$ cat src/rtl/modem_ctl_stat_pkg.sv
package modem_ctl_stat_pkg;

    typedef enum logic {
        MODE_DIRECT = 1'b0,
        MODE_LOOP   = 1'b1
    } mcs_mode_e;

    // control bit positions
    localparam int CB_DTR  = 0;
    localparam int CB_RTS  = 1;
    localparam int CB_GP1  = 2;
    localparam int CB_GP2  = 3;

    // handshake line positions inside a level vector
    localparam int HL_CTS  = 0;
    localparam int HL_DSR  = 1;
    localparam int HL_RI   = 2;
    localparam int HL_DCD  = 3;

endpackage

$ cat src/rtl/mcs_sync.sv
module mcs_sync #(
    parameter int W      = 4,
    parameter int STAGES = 2
) (
    input  logic         clk,
    input  logic         rst_n,
    input  logic [W-1:0] d,
    output logic [W-1:0] q
);
    logic [W-1:0] stg [STAGES];

    always_ff @(posedge clk) begin
        if (!rst_n) begin
            for (int i = 0; i < STAGES; i++) stg[i] <= '0;
        end else begin
            stg[0] <= d;
            for (int i = 1; i < STAGES; i++) stg[i] <= stg[i-1];
        end
    end

    assign q = stg[STAGES-1];
endmodule

$ cat src/rtl/mcs_ctrl.sv
module mcs_ctrl
    import modem_ctl_stat_pkg::*;
#(
    parameter int LINES = 4
) (
    input  logic           clk,
    input  logic           rst_n,
    input  logic           wr,
    input  logic [LINES:0] wdata,
    output logic [LINES-1:0] ctrl_q,
    output logic           loop_on
);
    localparam int LB = LINES;

    mcs_mode_e state, state_nx;

    // state register and control bits
    always_ff @(posedge clk) begin
        if (!rst_n) begin
            state  <= MODE_DIRECT;
            ctrl_q <= '0;
        end else begin
            state <= state_nx;
            if (wr) ctrl_q <= wdata[LINES-1:0];
        end
    end

    // transitions and outputs
    always_comb begin
        state_nx = state;
        loop_on  = 1'b0;
        unique case (state)
            MODE_DIRECT: begin
                loop_on = 1'b0;
                if (wr && wdata[LB]) state_nx = MODE_LOOP;
            end
            MODE_LOOP: begin
                loop_on = 1'b1;
                if (wr && !wdata[LB]) state_nx = MODE_DIRECT;
            end
            default: state_nx = MODE_DIRECT;
        endcase
    end
endmodule

$ cat src/rtl/mcs_delta.sv
module mcs_delta #(
    parameter int W = 4
) (
    input  logic         clk,
    input  logic         rst_n,
    input  logic [W-1:0] lvl,
    input  logic         clr,
    output logic [W-1:0] level_q,
    output logic [W-1:0] delta_q
);
    logic [W-1:0] moved;
    assign moved = lvl ^ level_q;

    always_ff @(posedge clk) begin
        if (!rst_n) begin
            level_q <= '0;
            delta_q <= '0;
        end else begin
            level_q <= lvl;
            // a fresh change wins over the read clear
            delta_q <= (clr ? '0 : delta_q) | moved;
        end
    end
endmodule

$ cat src/rtl/modem_ctl_stat.sv
module modem_ctl_stat
    import modem_ctl_stat_pkg::*;
#(
    parameter int LINES       = 4,
    parameter int SYNC_STAGES = 2
) (
    input  logic             clk,
    input  logic             rst_n,
    input  logic             ctrl_wr,
    input  logic [LINES:0]   ctrl_wdata,
    output logic [LINES:0]   ctrl_rdata,
    input  logic             stat_rd,
    output logic [2*LINES-1:0] stat_rdata,
    input  logic             pin_cts,
    input  logic             pin_dsr,
    input  logic             pin_ri,
    input  logic             pin_dcd,
    output logic             pin_dtr,
    output logic             pin_rts,
    output logic             pin_gp1,
    output logic             pin_gp2,
    output logic             chg_irq
);
    logic [LINES-1:0] ext_raw, ext_sync, lb_vec, lvl, level_q, delta_q, ctrl_q;
    logic             loop_on;

    always_comb begin
        ext_raw         = '0;
        ext_raw[HL_CTS] = pin_cts;
        ext_raw[HL_DSR] = pin_dsr;
        ext_raw[HL_RI]  = pin_ri;
        ext_raw[HL_DCD] = pin_dcd;
    end

    mcs_sync #(.W(LINES), .STAGES(SYNC_STAGES)) u_sync (
        .clk(clk), .rst_n(rst_n), .d(ext_raw), .q(ext_sync)
    );

    mcs_ctrl #(.LINES(LINES)) u_ctrl (
        .clk(clk), .rst_n(rst_n), .wr(ctrl_wr), .wdata(ctrl_wdata),
        .ctrl_q(ctrl_q), .loop_on(loop_on)
    );

    always_comb begin
        lb_vec         = '0;
        lb_vec[HL_CTS] = ctrl_q[CB_RTS];
        lb_vec[HL_DSR] = ctrl_q[CB_DTR];
        lb_vec[HL_RI]  = ctrl_q[CB_GP1];
        lb_vec[HL_DCD] = ctrl_q[CB_GP2];
    end

    assign lvl = loop_on ? lb_vec : ext_sync;

    mcs_delta #(.W(LINES)) u_delta (
        .clk(clk), .rst_n(rst_n), .lvl(lvl), .clr(stat_rd),
        .level_q(level_q), .delta_q(delta_q)
    );

    assign ctrl_rdata = {loop_on, ctrl_q};
    assign stat_rdata = {level_q, delta_q};
    assign chg_irq    = |delta_q;
    assign pin_dtr    = ctrl_q[CB_DTR] & ~loop_on;
    assign pin_rts    = ctrl_q[CB_RTS] & ~loop_on;
    assign pin_gp1    = ctrl_q[CB_GP1];
    assign pin_gp2    = ctrl_q[CB_GP2];
endmodule

$ cat config.mk
export PLATFORM = sky130hd
export DESIGN_NAME = modem_ctl_stat
export DESIGN_NICKNAME = d
export VERILOG_FILES = /design/src/rtl/modem_ctl_stat_pkg.sv /design/src/rtl/mcs_sync.sv /design/src/rtl/mcs_ctrl.sv /design/src/rtl/mcs_delta.sv /design/src/rtl/modem_ctl_stat.sv
export SDC_FILE = /design/constraint.sdc
export NUM_CORES = 1
export LEC_CHECK = 0
export BUFFER_PORTS_ARGS = -buffer_cell sky130_fd_sc_hd__buf_2
export CORE_MARGIN = 2
export CORE_UTILIZATION = 35
export CTS_CLUSTER_DIAMETER = 40
export DETAILED_ROUTE_END_ITERATION = 8
export GPL_TIMING_DRIVEN = 1
export PLACE_DENSITY = 0.69
export SYNTH_ARGS = -nofsm -noshare
export SYNTH_HDL_FRONTEND = slang
export SYNTH_SLANG_ARGS = --single-unit
$ cat constraint.sdc
create_clock -name clk -period 2.35 [get_ports clk]
set_input_delay 0.3525 -clock clk [delete_from_list [all_inputs] [get_ports clk]]
set_output_delay 0.3525 -clock clk [all_outputs]
set_load 0.1 [all_outputs]
==> results by group <==
STA
  • Worst slew pin tran: 0.493 ns
  • Final Hold Fails: 0
  • Setup WS post-layout: 0.568 ns
  • Final setup vio count: 0
  • Period utilisation layout: 75.8%
  • Tmin final: 1.78 ns
  • Max-slew violations: 0
  • Final setup TNS: 0 ns
  • RSZ-0062 raised after global routing: no
  • Setup Skew: 0.00549 ns
  • Slew HR: 67.4%
  • Final hold slack: 0.243 ns
  • FMAX: 561 MHz

Routing
  • Vias/cell: 4.13
  • Wire per inst: 9.52 um
  • DR pass1 iterations: 2
  • Routed WL: 1180 um
  • ANT nets after route: 0
  • DR iter-0 viols: 8
  • Vias: 512
  • DRC errors left: 0

Floorplanning
  • Die X: 51.5 um
  • Initial Utilization: 36.3%
  • CORE AREA: 2170 um^2
  • I/O Pins: 31
  • Die ar.: 2650 um^2
  • Row count: 17
  • Die Height: 51.5 um

CTS
  • CTS buffer count: 3
  • Clock latency on the worst-skew pair: 0.30 ns
  • H-tree depth: 1
  • CTS root buffer: clkbuf_4
  • Hold-fix buffers at CTS: 0
  • Post-CTS Setup Inserts: 0
  • Clock Tree Buf Depth: 2
  • CTS tree: done
  • Post_cts resized: 0
  • CTS Sinks: 21
  • Clock Pin Slew Worst Setup and Hold Paths: 0.11 ns

Pwr
  • Internal power: 482 uW
  • Switching power: 282 uW
  • Part of the power in combinational logic: 28.1%
  • Flop pwr share: 50.7%
  • VDD IR max: 0.000452 V
  • Clock power share: 21.3%
  • Pwr/cell area: 801 nW/um^2
  • Static Leak: 0.000471 uW
  • Switch share: 37.0%

Flow run
  • Max-Cap Viols: 0

Placed design
  • Placed insts: 120
  • Hpwl dp: 900 um
  • Place WS: 0.895 ns
  • Port bufs: 30
  • GP Congestion: 0.589

Logic synthesis
  • Synth Area in Compound Gates: 3.81%
  • Syn Nets: 82
  • Multiplexer area fraction after synthesis: 11.4%
  • Synth Warn #: 0
  • Commonest cells post-synth: dfxtp_1 (21), mux2i_1 (9), and2_1 (8)
  • Synth Cell Area: 788 um^2
  • Post-Synth Adder-Cell Area: 0%
  • Ys flop type: dfxtp_1
  • Asr flop ratio synth: 0%
  • Cell count after synthesis: 69
  • Yosys cell types: 13
  • Number of synthesized flops with an enable pin: 0
  • Post-synthesis simple-gate area fraction: 21.1%
  • Post-synth top area cell: dfxtp_1
  • Sequential-to-total area share from yosys stat: 53.3%
  • Top-area cell type share of the netlist area: 53.3%
  • Largest family of logic cells by synthesized area: simple AND/OR/NAND/NOR gates
  • Synth Area per Inst: 11.4 um^2
  • Post-Synth XOR/XNOR Area: 4.44%
  • Top-count cell post-synth: dfxtp_1
  • #FFs+latches synth: 21
  • Synth area leaders: dfxtp_1 (53%), mux2i_1 (11%), and2b_2 (6.7%)

Global routing
  • Vias in the first global route: 452
  • Tot GR Track Use: 10.6%
  • Global-route wire length before repair: 1970 um
  • Largest net degree at the start of global routing: 22
  • Total congestion overflow: 0
  • Initial antenna violation count: 0

Critical path
  • Worst setup SP type: register
  • Reg2reg path depth: 3
  • Crit end category: output port
  • Reg2reg end: u_delta.delta_q[0]$_SDFF_PN0_
  • Arrival time worst endpoint: 1.43 ns
  • WS Path Type: reg -> out
  • WP data required: 2.00 ns
  • Reg2reg setup slack: 1.17 ns
  • Crit path max fanout: 3

Cells and area
  • Final Non-Filler Cells: 124
  • Share of post-route cells with drive strength above 1: 41.7%
  • Synthesis-to-finish area growth: 21.1%
  • Layout fillers: 222
  • # diodes: 0
  • Layout Nets: 110

Min path
  • Hold Crit Depth: 2
  • Worst hold path type: in -> reg
  • Worst Hold Launch: pin_ri
  • Hold endpoint: u_sync.stg[0][2]$_SDFF_PN0_

Outcome
  • Status: finished clean
## critical path: stages (launching register included)
cell and delay, ns:
dfxtp_1 0.33, or4_1 0.50, buf_2 0.30
## sequential cells by signal, indices dropped and copies added (netlist names), named ones only
signal	cells
u_delta.delta_q	4
u_ctrl.ctrl_q	4
u_sync.stg	8
u_delta.level_q	4
## how the worst max path moves through the flow
stage / startpoint / to / slack [ns] / depth (start not counted)
after floorplan: u_delta.delta_q[1]$_SDFF_PN0_ / chg_irq / 0.22 / 1
after global placement: u_delta.delta_q[1]$_SDFF_PN0_ / chg_irq / 0.91 / 2
after detailed placement: u_delta.delta_q[1]$_SDFF_PN0_ / chg_irq / 0.90 / 2
after CTS: u_delta.delta_q[1]$_SDFF_PN0_ / chg_irq / 0.55 / 2
after global routing: u_delta.delta_q[1]$_SDFF_PN0_ / chg_irq / 0.51 / 2
final: u_delta.delta_q[1]$_SDFF_PN0_ / chg_irq / 0.57 / 2
## per-stage QoR
step	total power (uW)	util, %	area [um^2]
6_report	764	44.0	955
5_1_grt	809	44.0	955
4_1_cts	775	44.0	955
3_5_place_dp	611	42.7	927
3_3_place_gp	609	42.7	927
2_1_floorplan	583	-	788
## metal layers
layer,up-vias,share of wire (%),track usage [%]
met2,19,49,16.0
met5,-,0,0
met3,2,8.8,5.56
li1,272,-,-
met4,0,1.1,5.26
met1,219,41,12.1
## layout by cell type (no fill, tap or decap), drive strengths merged
| cell type | n |
|---|---|
| a21boi | 4 |
| buf | 30 |
| mux2i | 9 |
| and2b | 6 |
| dfxtp | 21 |
| nor2b | 5 |
| and2 | 8 |
| clkbuf | 3 |
| nand2b | 4 |
| xor2 | 4 |
| clkinv | 1 |
| or4 | 1 |
## cells by family after synthesis
family,after synthesis
AND/OR/NAND/NOR,24
flip-flops,21
multiplexers,9
buffers and inverters,7
AO/OA/AOI/OAI,4
XOR/XNOR,4
## power by group through the flow
stage | clock (uW) | combinational (uW) | sequential, uW
3_5_place_dp | 0 | 216 | 395
4_1_cts | 172 | 216 | 387
2_1_floorplan | 0 | 108 | 475
5_1_grt | 194 | 224 | 390
3_3_place_gp | 0 | 215 | 394
6_report | 163 | 214 | 387
## cell type report
| class | instances | area [um^2] | area share [%] |
|---|---|---|---|
| Sequential cell | 21 | 420 | 44.0 |
| Multi-Input combinational cell | 41 | 322 | 33.7 |
| Timing Repair Buffer | 30 | 150 | 15.7 |
| Tap cell | 28 | 35.0 | 3.67 |
| Clock buffer | 3 | 22.5 | 2.36 |
| Clock inverter | 1 | 5.00 | 0.524 |
(Power assumes the default switching activity.)
